### src/rtl/intr_agg_pkg.sv
package intr_agg_pkg;
  localparam int STAT_W = 16;
  localparam int BUS_W  = 32;
  localparam int NUM_EXT = 3;
  localparam int NUM_LAT = 7;

  // status bit positions
  localparam int B_FIQ   = 0;
  localparam int B_BATT  = 1;
  localparam int B_WDOG  = 2;
  localparam int B_MEDIA = 3;
  localparam int B_CODEC = 4;
  localparam int B_EXT1  = 5;
  localparam int B_TMR1  = 8;
  localparam int B_TMR2  = 9;
  localparam int B_RTC   = 10;
  localparam int B_TICK  = 11;
  localparam int B_UTX   = 12;
  localparam int B_URX   = 13;
  localparam int B_UMS   = 14;
  localparam int B_SSI   = 15;
  localparam int B_FIQ_TOP = B_MEDIA;

  // latch / strobe index
  localparam int E_BATT  = 0;
  localparam int E_MEDIA = 1;
  localparam int E_CODEC = 2;
  localparam int E_TICK  = 3;
  localparam int E_TMR1  = 4;
  localparam int E_TMR2  = 5;
  localparam int E_RTC   = 6;

  // synchronised pin vector layout
  localparam int P_FIQ    = 0;
  localparam int P_EXT    = 1;
  localparam int P_SUPPLY = P_EXT + NUM_EXT;
  localparam int P_BGOOD  = P_SUPPLY + 1;
  localparam int P_MEDIA  = P_BGOOD + 1;
  localparam int PIN_W    = P_MEDIA + 1;
endpackage

### src/rtl/intr_sync.sv
module intr_sync #(
  parameter int W = 1,
  parameter int DEPTH = 2,
  parameter logic [W-1:0] RST_VAL = '0
) (
  input  logic         clk,
  input  logic         rst,
  input  logic [W-1:0] d,
  output logic [W-1:0] q
);
  logic [W-1:0] stg [DEPTH];

  always_ff @(posedge clk) begin
    if (rst) begin
      for (int k = 0; k < DEPTH; k++) stg[k] <= RST_VAL;
    end else begin
      stg[0] <= d;
      for (int k = 1; k < DEPTH; k++) stg[k] <= stg[k-1];
    end
  end

  assign q = stg[DEPTH-1];
endmodule

### src/rtl/intr_deglitch.sv
module intr_deglitch #(
  parameter logic RST_VAL = 1'b0
) (
  input  logic clk,
  input  logic rst,
  input  logic en,
  input  logic d,
  output logic lvl,
  output logic rise
);
  logic smp_q, lvl_q, rise_q;
  logic agree;

  assign agree = (d == smp_q);

  always_ff @(posedge clk) begin
    if (rst) begin
      smp_q  <= RST_VAL;
      lvl_q  <= RST_VAL;
      rise_q <= 1'b0;
    end else begin
      rise_q <= 1'b0;
      if (en) begin
        smp_q <= d;
        if (agree) begin
          lvl_q  <= d;
          rise_q <= d & ~lvl_q;
        end
      end
    end
  end

  assign lvl  = lvl_q;
  assign rise = rise_q;


  hold_between_samples_chk: assert property (@(posedge clk) disable iff (rst)
    !en |=> $stable(lvl_q));
endmodule

### src/rtl/intr_latch.sv
module intr_latch #(
  parameter int N = 1
) (
  input  logic         clk,
  input  logic         rst,
  input  logic [N-1:0] set,
  input  logic [N-1:0] clr,
  input  logic [N-1:0] hold_off,
  output logic [N-1:0] q
);
  logic [N-1:0] q_r;

  for (genvar i = 0; i < N; i++) begin : g_bit
    always_ff @(posedge clk) begin
      if (rst || hold_off[i]) q_r[i] <= 1'b0;
      else if (set[i])        q_r[i] <= 1'b1;
      else if (clr[i])        q_r[i] <= 1'b0;
    end


    set_wins_chk: assert property (@(posedge clk) disable iff (rst)
      (set[i] && !hold_off[i]) |=> q_r[i]);
  end

  assign q = q_r;
endmodule

### src/rtl/intr_status_agg.sv
module intr_status_agg
  import intr_agg_pkg::*;
#(
  parameter int SYNC_STAGES = 2
) (
  input  logic               clk,
  input  logic               rst,
  input  logic               slow_tick,
  input  logic               hz_tick,
  input  logic               standby,
  input  logic               fiq_n,
  input  logic [NUM_EXT-1:0] ext_irq_n,
  input  logic               ext_supply_n,
  input  logic               batt_good,
  input  logic               media_n,
  input  logic               codec_set,
  input  logic               tmr1_set,
  input  logic               tmr2_set,
  input  logic               rtc_set,
  input  logic               uart_tx_irq,
  input  logic               uart_rx_irq,
  input  logic               uart_ms_irq,
  input  logic               ssi_eot_irq,
  input  logic [NUM_LAT-1:0] eoi,
  output logic [BUS_W-1:0]   status,
  output logic               fiq,
  output logic               irq
);
  localparam logic [PIN_W-1:0] PIN_RST = {1'b1, 1'b1, 1'b0, {NUM_EXT{1'b1}}, 1'b1};

  logic [PIN_W-1:0]   pin_raw, pin_s;
  logic               batt_cond;
  logic               batt_lvl, batt_rise;
  logic               med_lvl, med_rise;
  logic [NUM_LAT-1:0] lat_set, lat_hold, lat_q;
  logic               wdog_set, wdog_q;
  logic [STAT_W-1:0]  raw, status_q;
  logic               fiq_q, irq_q;

  assign pin_raw = {media_n, batt_good, ext_supply_n, ext_irq_n, fiq_n};

  intr_sync #(.W(PIN_W), .DEPTH(SYNC_STAGES), .RST_VAL(PIN_RST)) u_sync (
    .clk(clk), .rst(rst), .d(pin_raw), .q(pin_s)
  );

  assign batt_cond = pin_s[P_SUPPLY] & ~pin_s[P_BGOOD];

  intr_deglitch #(.RST_VAL(1'b0)) u_dg_batt (
    .clk(clk), .rst(rst), .en(slow_tick), .d(batt_cond),
    .lvl(batt_lvl), .rise(batt_rise)
  );

  intr_deglitch #(.RST_VAL(1'b1)) u_dg_media (
    .clk(clk), .rst(rst), .en(slow_tick), .d(pin_s[P_MEDIA]),
    .lvl(med_lvl), .rise(med_rise)
  );

  always_comb begin
    lat_set         = '0;
    lat_set[E_BATT] = batt_lvl;
    lat_set[E_MEDIA] = med_rise;
    lat_set[E_CODEC] = codec_set;
    lat_set[E_TICK] = hz_tick;
    lat_set[E_TMR1] = tmr1_set;
    lat_set[E_TMR2] = tmr2_set;
    lat_set[E_RTC]  = rtc_set;
    lat_hold        = '0;
    lat_hold[E_BATT] = standby;
  end

  intr_latch #(.N(NUM_LAT)) u_lat (
    .clk(clk), .rst(rst), .set(lat_set), .clr(eoi),
    .hold_off(lat_hold), .q(lat_q)
  );

  assign wdog_set = hz_tick & lat_q[E_TICK];

  intr_latch #(.N(1)) u_wdog (
    .clk(clk), .rst(rst), .set(wdog_set), .clr(eoi[E_TICK]),
    .hold_off(standby), .q(wdog_q)
  );

  always_comb begin
    raw          = '0;
    raw[B_FIQ]   = ~pin_s[P_FIQ];
    raw[B_BATT]  = lat_q[E_BATT];
    raw[B_WDOG]  = wdog_q;
    raw[B_MEDIA] = lat_q[E_MEDIA];
    raw[B_CODEC] = lat_q[E_CODEC];
    for (int i = 0; i < NUM_EXT; i++) raw[B_EXT1+i] = ~pin_s[P_EXT+i];
    raw[B_TMR1]  = lat_q[E_TMR1];
    raw[B_TMR2]  = lat_q[E_TMR2];
    raw[B_RTC]   = lat_q[E_RTC];
    raw[B_TICK]  = lat_q[E_TICK];
    raw[B_UTX]   = uart_tx_irq;
    raw[B_URX]   = uart_rx_irq;
    raw[B_UMS]   = uart_ms_irq;
    raw[B_SSI]   = ssi_eot_irq;
  end

  always_ff @(posedge clk) begin
    if (rst) begin
      status_q <= '0;
      fiq_q    <= 1'b0;
      irq_q    <= 1'b0;
    end else begin
      status_q <= raw;
      fiq_q    <= |raw[B_FIQ_TOP:B_FIQ];
      irq_q    <= |raw[STAT_W-1:B_FIQ_TOP+1];
    end
  end

  assign status = {{(BUS_W-STAT_W){1'b0}}, status_q};
  assign fiq    = fiq_q;
  assign irq    = irq_q;


  fiq_pin_follow_chk: assert property (@(posedge clk) disable iff (rst)
    !pin_s[P_FIQ] |=> status_q[B_FIQ]);


  media_edge_latch_chk: assert property (@(posedge clk) disable iff (rst)
    $rose(med_lvl) |=> lat_q[E_MEDIA]);


  wdog_on_pending_chk: assert property (@(posedge clk) disable iff (rst)
    (hz_tick && lat_q[E_TICK] && !standby) |=> wdog_q);


  standby_quiet_chk: assert property (@(posedge clk) disable iff (rst)
    standby |=> (!wdog_q && !lat_q[E_BATT]));
endmodule

### config.mk
export PLATFORM = sky130hd
export DESIGN_NAME = intr_status_agg
export DESIGN_NICKNAME = d
export VERILOG_FILES = /design/src/rtl/intr_agg_pkg.sv /design/src/rtl/intr_sync.sv /design/src/rtl/intr_deglitch.sv /design/src/rtl/intr_latch.sv /design/src/rtl/intr_status_agg.sv
export SDC_FILE = /design/constraint.sdc
export NUM_CORES = 1
export LEC_CHECK = 0
export BUFFER_PORTS_ARGS = -buffer_cell sky130_fd_sc_hd__buf_4
export CELL_PAD_IN_SITES_DETAIL_PLACEMENT = 1
export CELL_PAD_IN_SITES_GLOBAL_PLACEMENT = 2
export CORE_UTILIZATION = 29
export CTS_BUF_LIST = sky130_fd_sc_hd__clkbuf_4
export DETAILED_ROUTE_END_ITERATION = 8
export GPL_TIMING_DRIVEN = 0
export HOLD_SLACK_MARGIN = 0.08
export MAX_ROUTING_LAYER = met4
export PLACE_DENSITY_LB_ADDON = 0.3
export SETUP_SLACK_MARGIN = 0.02
export SYNTH_ARGS = -nofsm -noshare
export SYNTH_HDL_FRONTEND = slang
export SYNTH_SLANG_ARGS = --single-unit
### constraint.sdc
create_clock -name clk -period 1 [get_ports clk]
set_input_delay 0.2 -clock clk [delete_from_list [all_inputs] [get_ports clk]]
set_output_delay 0.2 -clock clk [all_outputs]
set_load 0.005 [all_outputs]
; ---- Word level (Yosys, flattened, before mapping)
; Memories as Yosys holds them, arrays and structs flattened.
; Index checks and enable logic that the tools add are counted.
[totals]
ff_bits = 31
mem_bits_rw = 14
latch_bits = 0
inputBits = 27
romBits = 0
memories = 1
[op_classes]
mux = 20
magnitude_cmp = 0
addsub = 0
div = 0
n_mul = 0
shifts = 0
n_eq_ne = 2
n_bitwise = 13
reduce_logical = 14
[memory_table]
columns = name, words, width, read_ports, rd_ports_with_merged_regs, write_ports, line
row1 = u_sync.stg, 2, 7, 2, 0, 2, intr_sync.sv:11  ; logic [W-1:0] stg [DEPTH];
[ops]
columns = cell, count
row1 = two-way mux 1 bit, 18
row2 = nonzero test 2 bit, 8
row3 = two-way mux 7 bit, 2
row4 = OR reduction 12 bit, 1
row5 = inverter 1 bit, 8
row6 = AND reduction 2 bit, 2
row7 = OR reduction 4 bit, 1
row8 = bitwise AND 1 bit, 3
row9 = OR reduction 3 bit, 1
row10 = equality test 1 bit, 2
row11 = OR 1 bit, 2
row12 = logical OR 1 bit, 1

; ---- Depth between registers and ports, before layout
; An unclocked memory read counts as a cell.
[logic_depth]
word_depth = 5
mapped_depth = 4
ltp_nobuf = 3

; ---- Cells and area by module
; A second synthesis with hierarchy kept.
[unflattened]
cells_unflattened = 151
hier_area_um2 = 1635.3
[modules_own_cells]
columns = mod, n_inst, area_each_um2, cells_each, seq_area_each_um2
row1 = intr_status_agg, 1, 659.4, 60, 360.3
row2 = intr_sync, 1, 436.7, 36, 280.3
row3 = intr_latch (u_lat), 1, 262.8, 28, 140.1
row4 = intr_deglitch (u_dg_batt), 1, 120.1, 12, 60.1
row5 = intr_deglitch (u_dg_media), 1, 111.4, 11, 60.1
row6 = intr_latch (u_wdog), 1, 45.0, 4, 20.0

; ---- Worst setup path after synthesis
; No wires, ideal clock.
[synth_timing]
path_type = register -> register
startpoint = register u_lat.q_r[5], in the netlist u_lat.q[5]
endpoint = register irq_q, in the netlist irq
synth_period_minus_slack_ns = 0.800
stages_incl_launch_ff = 3
setup_slack_ns = 0.200
path_buffers = 0
arrival_time_ns = 0.669
setup_ns = 0.131
cell_sequence = dfxtp_1 -> nor4b_1 -> a31oi_1
[synth_between]
elab_chain_len = 1
[synth_rtl]
columns = element, line
row1 = "start, declared", intr_latch.sv:11  ; logic [N-1:0] q_r;
row2 = "start signal, assigned by index", intr_latch.sv:15  ; if (rst || hold_off[i]) q_r[i] <= 1'b0;
row3 = "start signal, assigned by index", intr_latch.sv:16  ; else if (set[i]) q_r[i] <= 1'b1;
row4 = "start signal, assigned by index", intr_latch.sv:17  ; else if (clr[i]) q_r[i] <= 1'b0;
row5 = OR reduction 12 bit, intr_status_agg.sv:109  ; irq_q <= |raw[STAT_W-1:B_FIQ_TOP+1];
row6 = "end signal, assigned", intr_status_agg.sv:109
row7 = "end, declared", intr_status_agg.sv:38  ; logic fiq_q, irq_q;
; No other way between the ends.
; A chain may end at the register's enable or synchronous reset.

; ---- Final worst setup path
[layout_timing]
startpoint = register status_q[1]
endpoint = output port status[1]
[layout_rtl]
columns = element, line
row1 = "start, declared", intr_status_agg.sv:37  ; logic [STAT_W-1:0] raw, status_q;
row2 = "start signal, assigned", intr_status_agg.sv:107  ; status_q <= raw;
row3 = "end, declared", intr_status_agg.sv:25  ; output logic [BUS_W-1:0] status,
; No word-level cell between the ends.

==> key figures <==
CTS
  – H-Tree Depth: 2
  – Num CTS Buffers: 5
  – TritonCTS clock tree: done
  – Clock insertion delay at the later pin of the skew report: 350 ps
  – Clock-pin slew on the worst setup and hold paths: 130 ps
  – Maximum clock insertion buffer count: 2
  – Post-CTS Setup Inserts: 0
  – Root buf cell: clkbuf_4
  – Clk sinks: 45

Die
  – Num ports: 61
  – Core box area: 4850 um^2
  – Die width: 74.0 um
  – Core Rows: 25
  – Initial Util: 31.0%
  – Die H: 74.0 um
  – Total die area: 5470 um^2

Global route
  – Initial antenna violation count: 0
  – Vias in the first global route: 1,245
  – First-pass GRT wire length: 5290 um
  – GRT Overall Usage: 13.9%
  – Pin count of the biggest net entering global routing: 14
  – Gr ovfl total: 0

Placed design
  – Gpl congestion: 0.696
  – Area of placed instances: 1970 um^2
  – HPWL Detailed: 2360 um
  – IO Port Bufs: 43

Critical path
  – Worst R2R Start: u_lat.q[5]
  – Type of origin of the critical path: flop
  – CP max FO: 1
  – Setup crit start: status_q[1]
  – CP top delay family: flip-flops
  – Data required time at the worst endpoint: 800 ps
  – Worst-path cell chain: buf_6
  – Worst Path Arrival: 800 ps
  – Worst Setup Path Type: reg2out
  – Crit path capture type: primary output
  – Crit path buffers/inverters: 1
  – Critical-path top delay cell: dfxtp_2
  – Worst path max stage delay: 350 ps

Routing
  – Via density: 3.94
  – Drt wl/cell: 11.2 um
  – Pre-Repair DR Iteration Count: 4
  – WL met3: 235 um
  – DR vias: 1,154
  – DRT Wirelength: 3280 um
  – Metal-1 WL: 1260 um
  – Routed Antenna Nets: 0
  – WL met2: 1700 um
  – Drt initial violations: 44
  – DRC: 0
  – Uppermost routed layer: met4

Finish
  – Syn-to-layout area delta: 51.2%
  – Share of cells above drive strength 1: 38.9%
  – Post-layout net count: 252
  – Design area: 2270 um^2
  – Inserted Diodes: 0
  – Util after Layout: 46.9%

STA
  – Endpoints failing setup: 4
  – Setup TNS: -6.89 ps
  – Clock skew: 12.1 ps
  – Min setup slack post-route: -3.07 ps
  – Crit share post-route: 100%
  – Maximum clock rate: 997 MHz
  – Slew Limit Fails: 0
  – Minimum clock period after layout: 1000 ps
  – Final Hold Viols: 0
  – RSZ-0062 raised after global routing: true

Power
  – Power density cells: 1360 nW/um^2
  – Pleak: 1.05 nW
  – Worst VDD drop: 0.491 mV
  – Power Total: 0.00308 W

Synth
  – Mux share of post-synthesis cell area: 0.666%
  – Yosys Warn Count: 0
  – Flops & latches, synth: 45
  – Main combinational cell family by area after synthesis: simple AND/OR/NAND/NOR gates
  – Distinct cells, synth: 23
  – Sequential area share after synthesis: 60.0%
  – Synth Area per Inst: 10.6 um^2
  – Synth Area in Simple Gates: 19.9%
  – Post-synthesis compound-gate area fraction: 5.91%
  – Post-Synth Adder-Cell Area: 0%
  – Post-Synth XOR/XNOR Area: 0%
  – Cell Area, Synth: 1500 um^2
  – Cells after Synth: 142

Run status
  – Status: complete, but fails checks
  – Failing checks: negative setup slack

Worst hold path
  – Worst Hold Launch: eoi[2]
  – HP Class: in2reg

Job
  – Max-Cap Viols: 0
area by class of cell:
cell class / count / area [um^2]
fill: 547 / 2580
inverter: 8 / 30.0
tap: 67 / 83.8
sequential: 45 / 917
buffer: 21 / 170
timing repair buffer: 61 / 552
multi-input combinational: 83 / 469
clock buffer: 5 / 37.5
clock inverter: 3 / 12.5
placed cells by master, fill, tap and decap left out, drive strengths merged:
| cell type | n |
|---|---|
| a31oi | 1 |
| conb | 16 |
| o21bai | 1 |
| nand2b | 1 |
| a22oi | 1 |
| mux2i | 1 |
| clkinv | 3 |
| nor2b | 15 |
| dlygate4sd3 | 18 |
| inv | 8 |
| o31ai | 1 |
| a21oi | 11 |
| nor4 | 1 |
| buf | 64 |
| dfxtp | 45 |
| nor2 | 12 |
| clkbuf | 5 |
| nor3 | 3 |
| nor4b | 3 |
| nand3 | 1 |
| nand2 | 3 |
| or2 | 12 |
power by group:
group	total, W	switching [W]	internal [W]
Sequential	0.00190	0.0000341	0.00187
Clock	0.000797	0.000542	0.000255
Combinational	0.000385	0.000134	0.000252
synth_stat cells, drive strengths merged:
library cell   n  area share [%]
o21bai         1            0.50
buf           21              11
nor4b          3             2.7
nor2b         15             6.2
mux2i          1            0.67
dfxtp         45              60
nor3           3             1.0
nor2          12             3.0
a21oi         11             3.7
nand3          1            0.33
or2           12             5.0
a22oi          1            0.50
nor4           1            0.42
inv            8             2.0
nand2          3            0.75
nand2b         1            0.42
a31oi          1            0.42
conb           1            0.25
o31ai          1            0.83
metal layers:
layer | GRT usage, % | up-vias
met5 | - | -
met4 | 7.48 | 0
met3 | 4.61 | 9
met2 | 24.9 | 51
met1 | 12.9 | 513
li1 | - | 581
state kept, by name, indices dropped and copies added, names as in the netlist:
name / flops
u_lat.q: 7
u_dg_media.rise: 1
u_dg_batt.lvl: 1
u_dg_media.smp_q: 1
u_sync.stg: 14
irq: 1
status_q: 16
fiq: 1
u_dg_media.lvl: 1
u_dg_batt.smp_q: 1
u_wdog.q: 1
timing repair:
action	4_1_cts	5_1_grt
pin swaps	0	0
hold buffers	18	0
endpoints found under the hold margin	20	0
setup endpoints to repair	18	19
resized for setup	16	12
kinds of logic (layout without fill, tap and decap cells):
| group | after synthesis | count (layout) |
|---|---|---|
| buffers and inverters | 29 | 98 |
| and+or+nand+nor | 51 | 51 |
| DFF | 45 | 45 |
| muxes | 1 | 1 |
| AOI/OAI and AO/OA | 15 | 15 |
| other | 1 | 16 |
through the flow:
step / setup slack (ps) / cells / hold slack [ps]
final: -3.07 / 293 / 140
after global routing: -51.9 / 293 / 152
after CTS: -25.5 / 293 / 122
after detailed placement: 98.8 / 267 / 382
after global placement: 73.1 / 267 / 379
after floorplan: 200 / 157 / 277
path summary, 6_finish.rpt:
check	end	slack (ps)	depth (start not counted)
max reg2reg	irq	70	2
min reg2reg	status_q[6]	410	1
min	u_lat.q[2]	140	4
max	status[1]	-3	1
(Power assumes the default switching activity.)
